[config.mk]
export PLATFORM = sky130hd
export DESIGN_NAME = idxw_top
export DESIGN_NICKNAME = d
export VERILOG_FILES = /design/src/rtl/idxw_pkg.sv /design/src/rtl/idxw_decode.sv /design/src/rtl/idxw_index_reg.sv /design/src/rtl/idxw_arbiter.sv /design/src/rtl/idxw_top.sv
export SDC_FILE = /design/constraint.sdc
export NUM_CORES = 1
export LEC_CHECK = 0
export ABC_AREA = 1
export BUFFER_PORTS_ARGS = -buffer_cell sky130_fd_sc_hd__buf_2
export CELL_PAD_IN_SITES_DETAIL_PLACEMENT = 0
export CELL_PAD_IN_SITES_GLOBAL_PLACEMENT = 1
export CORE_AREA = 5 5 123 125
export CTS_CLUSTER_DIAMETER = 150
export DETAILED_ROUTE_END_ITERATION = 6
export DIE_AREA = 0 0 128 130
export GPL_ROUTABILITY_DRIVEN = 0
export PLACE_DENSITY = 0.84
export SLEW_MARGIN = 40
export SYNTH_ARGS = -nofsm -noshare
export SYNTH_HDL_FRONTEND = slang
export SYNTH_SLANG_ARGS = --single-unit
[constraint.sdc]
create_clock -name clk -period 1.5 [get_ports clk]
set_input_delay 0.45 -clock clk [delete_from_list [all_inputs] [get_ports clk]]
set_output_delay 0.45 -clock clk [all_outputs]
set_load 0.01 [all_outputs]
[src/rtl/idxw_pkg.sv]
// Package: shared types for the indirect register window.
// Assumes: window offsets are decoded to exactly one of three selections.
package idxw_pkg;
    typedef enum logic [1:0] {
        SEL_NONE  = 2'd0,
        SEL_INDEX = 2'd1,
        SEL_DATA  = 2'd2
    } win_sel_t;
endpackage

[src/rtl/idxw_decode.sv]
// Module: idxw_decode
// Decodes a window byte offset into pointer, port or unused.
// Assumes: IDX_OFFSET+4 fits in the window; only exact offsets hit.
module idxw_decode
    import idxw_pkg::*;
#(
    parameter int WIN_BYTES  = 32,
    parameter int IDX_OFFSET = 8,
    localparam int WAW       = $clog2(WIN_BYTES)
) (
    input  logic [WAW-1:0] addr,
    output win_sel_t       sel
);
    localparam logic [WAW-1:0] PTR_OFF  = WAW'(IDX_OFFSET);
    localparam logic [WAW-1:0] PORT_OFF = WAW'(IDX_OFFSET + 4);

    // Compare the offset against the two active register locations.
    always_comb begin
        if (addr == PTR_OFF)       sel = SEL_INDEX;
        else if (addr == PORT_OFF) sel = SEL_DATA;
        else                       sel = SEL_NONE;
    end
endmodule

[src/rtl/idxw_index_reg.sv]
// Module: idxw_index_reg
// Holds the pointer into the target space, masked and word aligned.
// Assumes: TGT_BYTES is a power of two of at least 4.
module idxw_index_reg #(
    parameter int DW        = 32,
    parameter int TGT_BYTES = 4096,
    localparam int TAW      = $clog2(TGT_BYTES)
) (
    input  logic           clk,
    input  logic           rst_n,
    input  logic           we,
    input  logic [DW-1:0]  wdata,
    output logic [TAW-1:0] idx
);
    // Load the pointer with the masked, aligned write value.
    always_ff @(posedge clk) begin
        if (!rst_n)  idx <= '0;
        else if (we) idx <= {wdata[TAW-1:2], 2'b00};
    end

    // the stored pointer never carries alignment bits.
    a_r2_aligned: assert property (@(posedge clk) disable iff (!rst_n)
        we |=> idx[1:0] == 2'b00);
    // without a pointer write the pointer holds its value.
    a_r5_idx_hold: assert property (@(posedge clk) disable iff (!rst_n)
        !we |=> $stable(idx));
endmodule

[src/rtl/idxw_arbiter.sv]
// Module: idxw_arbiter
// Shares the main register file port; the direct path has priority.
// Assumes: the main file answers in the cycle of the request.
module idxw_arbiter #(
    parameter int DW  = 32,
    parameter int TAW = 12
) (
    input  logic           clk,
    input  logic           rst_n,
    input  logic           dir_req,
    input  logic           dir_we,
    input  logic [TAW-1:0] dir_addr,
    input  logic [DW-1:0]  dir_wdata,
    input  logic           fwd_req,
    input  logic           fwd_we,
    input  logic [TAW-1:0] fwd_addr,
    input  logic [DW-1:0]  fwd_wdata,
    output logic           fwd_grant,
    output logic           m_req,
    output logic           m_we,
    output logic [TAW-1:0] m_addr,
    output logic [DW-1:0]  m_wdata
);
    // Select the direct access whenever it is present.
    always_comb begin
        fwd_grant = !dir_req;
        if (dir_req) begin
            m_req   = 1'b1;
            m_we    = dir_we;
            m_addr  = dir_addr;
            m_wdata = dir_wdata;
        end else begin
            m_req   = fwd_req;
            m_we    = fwd_req && fwd_we;
            m_addr  = fwd_addr;
            m_wdata = fwd_wdata;
        end
    end

    // a direct request always owns the master port.
    a_r6_dir_prio: assert property (@(posedge clk) disable iff (!rst_n)
        dir_req |-> (m_req && m_addr == dir_addr && m_we == dir_we));
endmodule

[src/rtl/idxw_top.sv]
// Module: idxw_top
// 32-byte window with a pointer and a port register giving indirect
// access to a 4 KiB register space, plus a priority direct path.
// Assumes: main file read data is valid in the request cycle.
module idxw_top #(
    parameter int DW         = 32,
    parameter int WIN_BYTES  = 32,
    parameter int IDX_OFFSET = 8,
    parameter int TGT_BYTES  = 4096,
    localparam int WAW       = $clog2(WIN_BYTES),
    localparam int TAW       = $clog2(TGT_BYTES)
) (
    input  logic           clk,
    input  logic           rst_n,
    input  logic           win_req,
    input  logic           win_we,
    input  logic [WAW-1:0] win_addr,
    input  logic [DW-1:0]  win_wdata,
    output logic           win_ready,
    output logic           win_rvalid,
    output logic [DW-1:0]  win_rdata,
    input  logic           dir_req,
    input  logic           dir_we,
    input  logic [TAW-1:0] dir_addr,
    input  logic [DW-1:0]  dir_wdata,
    output logic [DW-1:0]  dir_rdata,
    output logic           m_req,
    output logic           m_we,
    output logic [TAW-1:0] m_addr,
    output logic [DW-1:0]  m_wdata,
    input  logic [DW-1:0]  m_rdata
);
    import idxw_pkg::*;

    win_sel_t       sel;
    logic [TAW-1:0] idx;
    logic           grant;
    logic           accept;
    logic           fwd_req;

    idxw_decode #(.WIN_BYTES(WIN_BYTES), .IDX_OFFSET(IDX_OFFSET)) u_dec (
        .addr (win_addr),
        .sel  (sel)
    );

    idxw_index_reg #(.DW(DW), .TGT_BYTES(TGT_BYTES)) u_idx (
        .clk   (clk),
        .rst_n (rst_n),
        .we    (accept && win_we && sel == SEL_INDEX),
        .wdata (win_wdata),
        .idx   (idx)
    );

    idxw_arbiter #(.DW(DW), .TAW(TAW)) u_arb (
        .clk       (clk),
        .rst_n     (rst_n),
        .dir_req   (dir_req),
        .dir_we    (dir_we),
        .dir_addr  (dir_addr),
        .dir_wdata (dir_wdata),
        .fwd_req   (fwd_req),
        .fwd_we    (win_we),
        .fwd_addr  (idx),
        .fwd_wdata (win_wdata),
        .fwd_grant (grant),
        .m_req     (m_req),
        .m_we      (m_we),
        .m_addr    (m_addr),
        .m_wdata   (m_wdata)
    );

    // Only port accesses need the master port; others always proceed.
    always_comb begin
        win_ready = (sel != SEL_DATA) || grant;
        accept    = win_req && win_ready;
        fwd_req   = win_req && sel == SEL_DATA && grant;
        dir_rdata = m_rdata;
    end

    // Capture window read data and its valid strobe.
    always_ff @(posedge clk) begin
        if (!rst_n) begin
            win_rvalid <= 1'b0;
            win_rdata  <= '0;
        end else begin
            win_rvalid <= accept && !win_we;
            if (accept && !win_we) begin
                case (sel)
                    SEL_INDEX: win_rdata <= DW'(idx);
                    SEL_DATA:  win_rdata <= m_rdata;
                    default:   win_rdata <= '0;
                endcase
            end
        end
    end

    // an accepted port write reaches the main file at the pointer.
    a_r3_fwd_write: assert property (@(posedge clk) disable iff (!rst_n)
        (accept && win_we && sel == SEL_DATA)
            |-> (m_req && m_we && m_addr == idx && m_wdata == win_wdata));
    // unused offsets never touch the main file.
    a_r5_no_mreq: assert property (@(posedge clk) disable iff (!rst_n)
        (win_req && sel == SEL_NONE && !dir_req) |-> !m_req);
    // a colliding port access is held off.
    a_r6_stall: assert property (@(posedge clk) disable iff (!rst_n)
        (dir_req && win_req && sel == SEL_DATA) |-> !win_ready);
    // read valid follows exactly one accepted read.
    a_r7_rvalid: assert property (@(posedge clk) disable iff (!rst_n)
        win_rvalid |-> $past(win_req && win_ready && !win_we));
endmodule

## After elaboration in Yosys (flattened, before gate mapping)

Cells that the tools add are included.
W data, S select, Z words.

| storage, ports and cells | value |
|---|---|
| output and inout port bits | 112 |
| input bits | 119 |
| register bits | 43 |

| operators by class | value |
|---|---|
| equal/unequal tests | 5 |
| reductions and logical operators | 10 |
| multiplexer cells | 7 |

Operators by type and width:

| operator | count |
|---|---|
| $pmux W32 S2 | 1 |
| $mux W32 | 1 |
| $mux W12 | 1 |
| $eq A5 B4 Y1 const B | 2 |
| $logic_and A1 B1 Y1 | 7 |
| $mux W2 | 2 |
| $eq A2 B1 Y1 const B | 1 |
| $eq A2 B2 Y1 const B | 1 |
| $logic_not A1 Y1 | 2 |
| $mux W1 | 2 |
| $ne A2 B2 Y1 const B | 1 |
| $logic_or A1 B1 Y1 | 1 |

## Logic depth before layout (Yosys ltp)

| logic depth | value |
|---|---|
| word-level depth | 8 |
| depth in mapped cells | 8 |
| gate-level depth less buffers | 7 |

## Cells and area by module

A second synthesis with hierarchy kept.

| second synthesis, totals | value |
|---|---|
| cells, all modules | 518 |
| area total of the unflattened synthesis | 2991.6 um^2 |

By module, submodules not included:

| module | area each (um^2) | instances | cells each |
|---|---|---|---|
| idxw_top | 1894.3 | 1 | 298 |
| idxw_arbiter | 634.4 | 1 | 146 |
| idxw_index_reg | 430.4 | 1 | 66 |
| idxw_decode | 32.5 | 1 | 8 |

## Least setup slack after synthesis

No wires, ideal clock.

| timing path | value |
|---|---|
| path type | input-to-output |
| start | input port win_addr[3] |
| end | output port m_we |
| slack | -0.202 ns |
| cell stages on the path | 5 |
| data arrival time | 1.252 ns |
| required time | 1.050 ns |
| cell sequence | inv_1 nor2_4 buf_2 nand4_1 o21ai_0 |

| on the way | value |
|---|---|
| word-level cells in the longest chain between the ends | 8 |

RTL lines:

| what | line | source |
|---|---|---|
| start: declaration | idxw_top.sv:17 | `input logic [WAW-1:0] win_addr,` |
| $eq A5 B4 Y1 | idxw_decode.sv:20 | `else if (addr == PORT_OFF) sel = SEL_DATA;` |
| $mux W2 | idxw_decode.sv:20 |  |
| $mux W2 (*) | idxw_decode.sv:19 | `if (addr == PTR_OFF) sel = SEL_INDEX;` |
| $eq A2 B2 Y1 (*) | idxw_top.sv:76 | `fwd_req = win_req && sel == SEL_DATA && grant;` |
| $logic_and A1 B1 Y1 (*) (2 in a row) | idxw_top.sv:76 |  |
| $logic_and A1 B1 Y1 (*) | idxw_arbiter.sv:34 | `m_we = fwd_req && fwd_we;` |
| $mux W1 (*) | idxw_arbiter.sv:27 | `if (dir_req) begin` |
| end: declaration | idxw_top.sv:28 | `output logic m_we,` |

Every way passes the cells marked *; elsewhere a longest branch is shown, timed or not.

## Worst setup path in the final report

| timing path | value |
|---|---|
| start | input port dir_req |
| end | output port m_wdata[5] |

| on the way | value |
|---|---|
| word-level cells in the longest chain between the ends | 1 |

RTL lines:

| what | line | source |
|---|---|---|
| start: declaration | idxw_top.sv:22 | `input logic dir_req,` |
| $mux W32 | idxw_arbiter.sv:27 |  |
| end: declaration | idxw_top.sv:30 | `output logic [DW-1:0] m_wdata,` |

No other way between the ends.

==> flow_metrics.env <==
export IMPL_status="finished, violations left"
export IMPL_violations="negative setup slack"
export IMPL_path_cells="buf_16, buf_12, clkbuf_16, o21ai_2, buf_2"
export IMPL_drc=0
export IMPL_fin_hold_ws_ns=0.5067
export IMPL_r2r_end="win_rdata[7]"
export IMPL_drtAntennaViolNets=0
export IMPL_hp_class="flip-flop to flip-flop"
export IMPL_endpoint="m_wdata[5]"
export IMPL_synth_seq_area_share_pct=28.92
export IMPL_pin_count=231
export IMPL_first_pass_iters=4
export IMPL_initial_core_util_pct=21.61
export IMPL_h_tree_depth=2
export IMPL_r2r_cells=4
export IMPL_fmax_ghz=0.6264
export IMPL_antenna_found_initial=0
export IMPL_worst_pin_slew_ns=0.2232
export IMPL_fin_crit_ns=1.596
export IMPL_p_total_mw=3.411
export IMPL_diodes=0
export IMPL_netlist_instances=528
export IMPL_synth_distinct_cells=19
export IMPL_die_area_um2=16640
export IMPL_setup_viol=44
export IMPL_critPathCaptureType="output port"
export IMPL_fin_nets=859
export IMPL_grt_pass1_vias=3428
export IMPL_worst_r2r_startpoint="u_idx.idx[7]"
export IMPL_syn_num_nets=647
export IMPL_area_growth_syn_to_layout_pct=73.98
export IMPL_grt_remaining_overflow=0
export IMPL_routed_wl_um=12760
export IMPL_grt_pass1_wl_um=17550
export IMPL_synth_area_leaders="dfxtp_1 (29%), nand2_1 (23%), nor2_1 (13%), inv_1 (10%), buf_4 (9.6%)"
export IMPL_cts_tree="yes"
export IMPL_fill_cells=1486
export IMPL_ys_ff_latch=43
export IMPL_ir_drop_v=0.0003165
export IMPL_rows=43
export IMPL_rsz0062_at_grt="true"
export IMPL_reg2reg_slack_ns=0.58
export IMPL_cp_arrival_ns=1.15
export IMPL_drtIter0Drc=126
export IMPL_cp_max_fo=7
export IMPL_io_buffers=230
export IMPL_startpoint_type="input pin"
export IMPL_vias=3731
export IMPL_fin_skew_ns=0.003625
export IMPL_whs_path_depth=4
export IMPL_hold_viol_final=0
export IMPL_crit_slowest_cell="clkbuf_16"
export IMPL_path_buf_inv=4
export IMPL_cts_num_sinks=43
export IMPL_stdcell_count=921
export IMPL_layout_setup_ws_ns=-0.09645
export IMPL_chipHeight_um=130
export IMPL_fin_setup_tns_ns=-2.097
export IMPL_max_cap_violations=0
export IMPL_clock_latency_ns=0.28
export IMPL_drive_gt1_share_pct=48.04
export IMPL_root_buffer="clkbuf_16"
export IMPL_path_class="input pin to output port"
export IMPL_finalCritPeriodShare_pct=106.4
export IMPL_post_route_util_pct=37.60
export IMPL_yosys_area_top_type="dfxtp_1"
export IMPL_hpwl_um=8901
export IMPL_cp_top_family="buffers and inverters"
export IMPL_cellPowerDensity_nw_per_um2=658.7
export IMPL_synth_avg_cell_area_um2=5.638
export IMPL_final_max_slew_viol_count=0
export IMPL_yosys_warnings=0
export IMPL_routedWlPerCell_um=13.85
export IMPL_worstPathRequired_ns=1.05
export IMPL_dp_cells=898
export IMPL_p_leak_nw=3.093
export IMPL_slew_headroom_pct=85.10
export IMPL_yosysTopAreaCellShare_pct=28.92
export IMPL_dieWidth_um=128
export IMPL_clock_path_buffers=2
export IMPL_track_usage_pct=13.41
export IMPL_cp_startpoint="dir_req"
export IMPL_cts_buffers=5
export IMPL_viasPerCell=4.051
export IMPL_core_area_um2=13770
export IMPL_clk_pin_slew_worst_paths_ns=0.06
export IMPL_synthesis_area_um2=2977
export IMPL_cp_depth=5
export IMPL_slowest_delay_ns=0.16
export IMPL_grt_max_degree=44
==> synthesized netlist by cell type, drive strengths merged <==
cell type,instances
nand3,3
nand2,186
dfxtp,43
buf,47
inv,80
clkinv,1
clkbuf,13
nor2,109
nand4,25
o21ai,21
==> cell type report <==
class | instances | area, um2 | area share (%)
timing repair buffer | 265 | 1869 | 36.10
multi-input combinational | 344 | 1748 | 33.75
sequential | 43 | 860.8 | 16.62
inverter | 81 | 337.8 | 6.523
tap | 180 | 225.2 | 4.349
clock buffer | 7 | 132.6 | 2.561
clock inverter | 1 | 5.005 | 0.09664
==> worst min-delay path: cells and delay by family (launching register included) <==
| family | cells | cell delay [ns] |
|---|---|---|
| flops | 1 | 0.30 |
| buf+inv | 1 | 0.04 |
| simple gates | 3 | 0.12 |
==> power by group <==
part / switching (mW) / total [mW] / internal, mW / leakage (nW)
clock: 0.429 / 1.04 / 0.616 / 0.0679
sequential: 0.0247 / 1.22 / 1.20 / 0.352
combinational: 0.599 / 1.14 / 0.546 / 2.67
==> cell usage in the layout, fill, tap and decap left out, drive strengths merged <==
master / count
buf: 259
nand2: 186
nor2: 109
inv: 80
dfxtp: 43
nand4: 25
o21ai: 21
clkbuf: 13
nand3: 3
clkinv: 2
==> how the worst min path moves through the flow <==
stage | start | end | slack (ns)
2_1_floorplan | u_idx.idx[10] | u_idx.idx[10] | 0.48
3_3_place_gp | win_rdata[19] | win_rdata[19] | 0.49
3_5_place_dp | win_rdata[9] | win_rdata[9] | 0.50
4_1_cts | m_rdata[23] | win_rdata[23] | 0.50
5_1_grt | win_rdata[3] | win_rdata[3] | 0.53
6_report | win_rdata[3] | win_rdata[3] | 0.51
==> sequential cells by signal (all words and copies together), names as in the netlist <==
name and cells:
u_idx.idx 10, win_rdata 32, win_rvalid 1
==> through the flow <==
step	instance area, um2	setup WS, ns
finish	5179	-0.09645
global route	5179	-0.1266
CTS	4498	-0.07416
detailed placement	4214	-0.1599
global placement	4214	-0.1574
floorplan	3002	-0.05055
==> cells by family after synthesis <==
group	Yosys count	synth area share [%]
compound gates	21	3.531
simple gates	323	44.72
flops	43	28.92
buf+inv	141	22.82
==> timing repair <==
item | 4_1_cts | 5_1_grt
buffers inserted | 0 | 5
cloned | 3 | 7
gates resized for setup | 25 | 122
pin swaps | 3 | 14
endpoints found under the setup margin | 47 | 44
hold buffers | 0 | 0
==> metal layers <==
metal	share of wire (%)	track usage, %	up-vias
li1	-	-	1959
met1	38	15.25	1569
met2	50	24.40	183
met3	9.5	3.889	20
met4	2.2	3.870	0
met5	0	0	-
No activity file was read; power rests on OpenSTA's default activity.
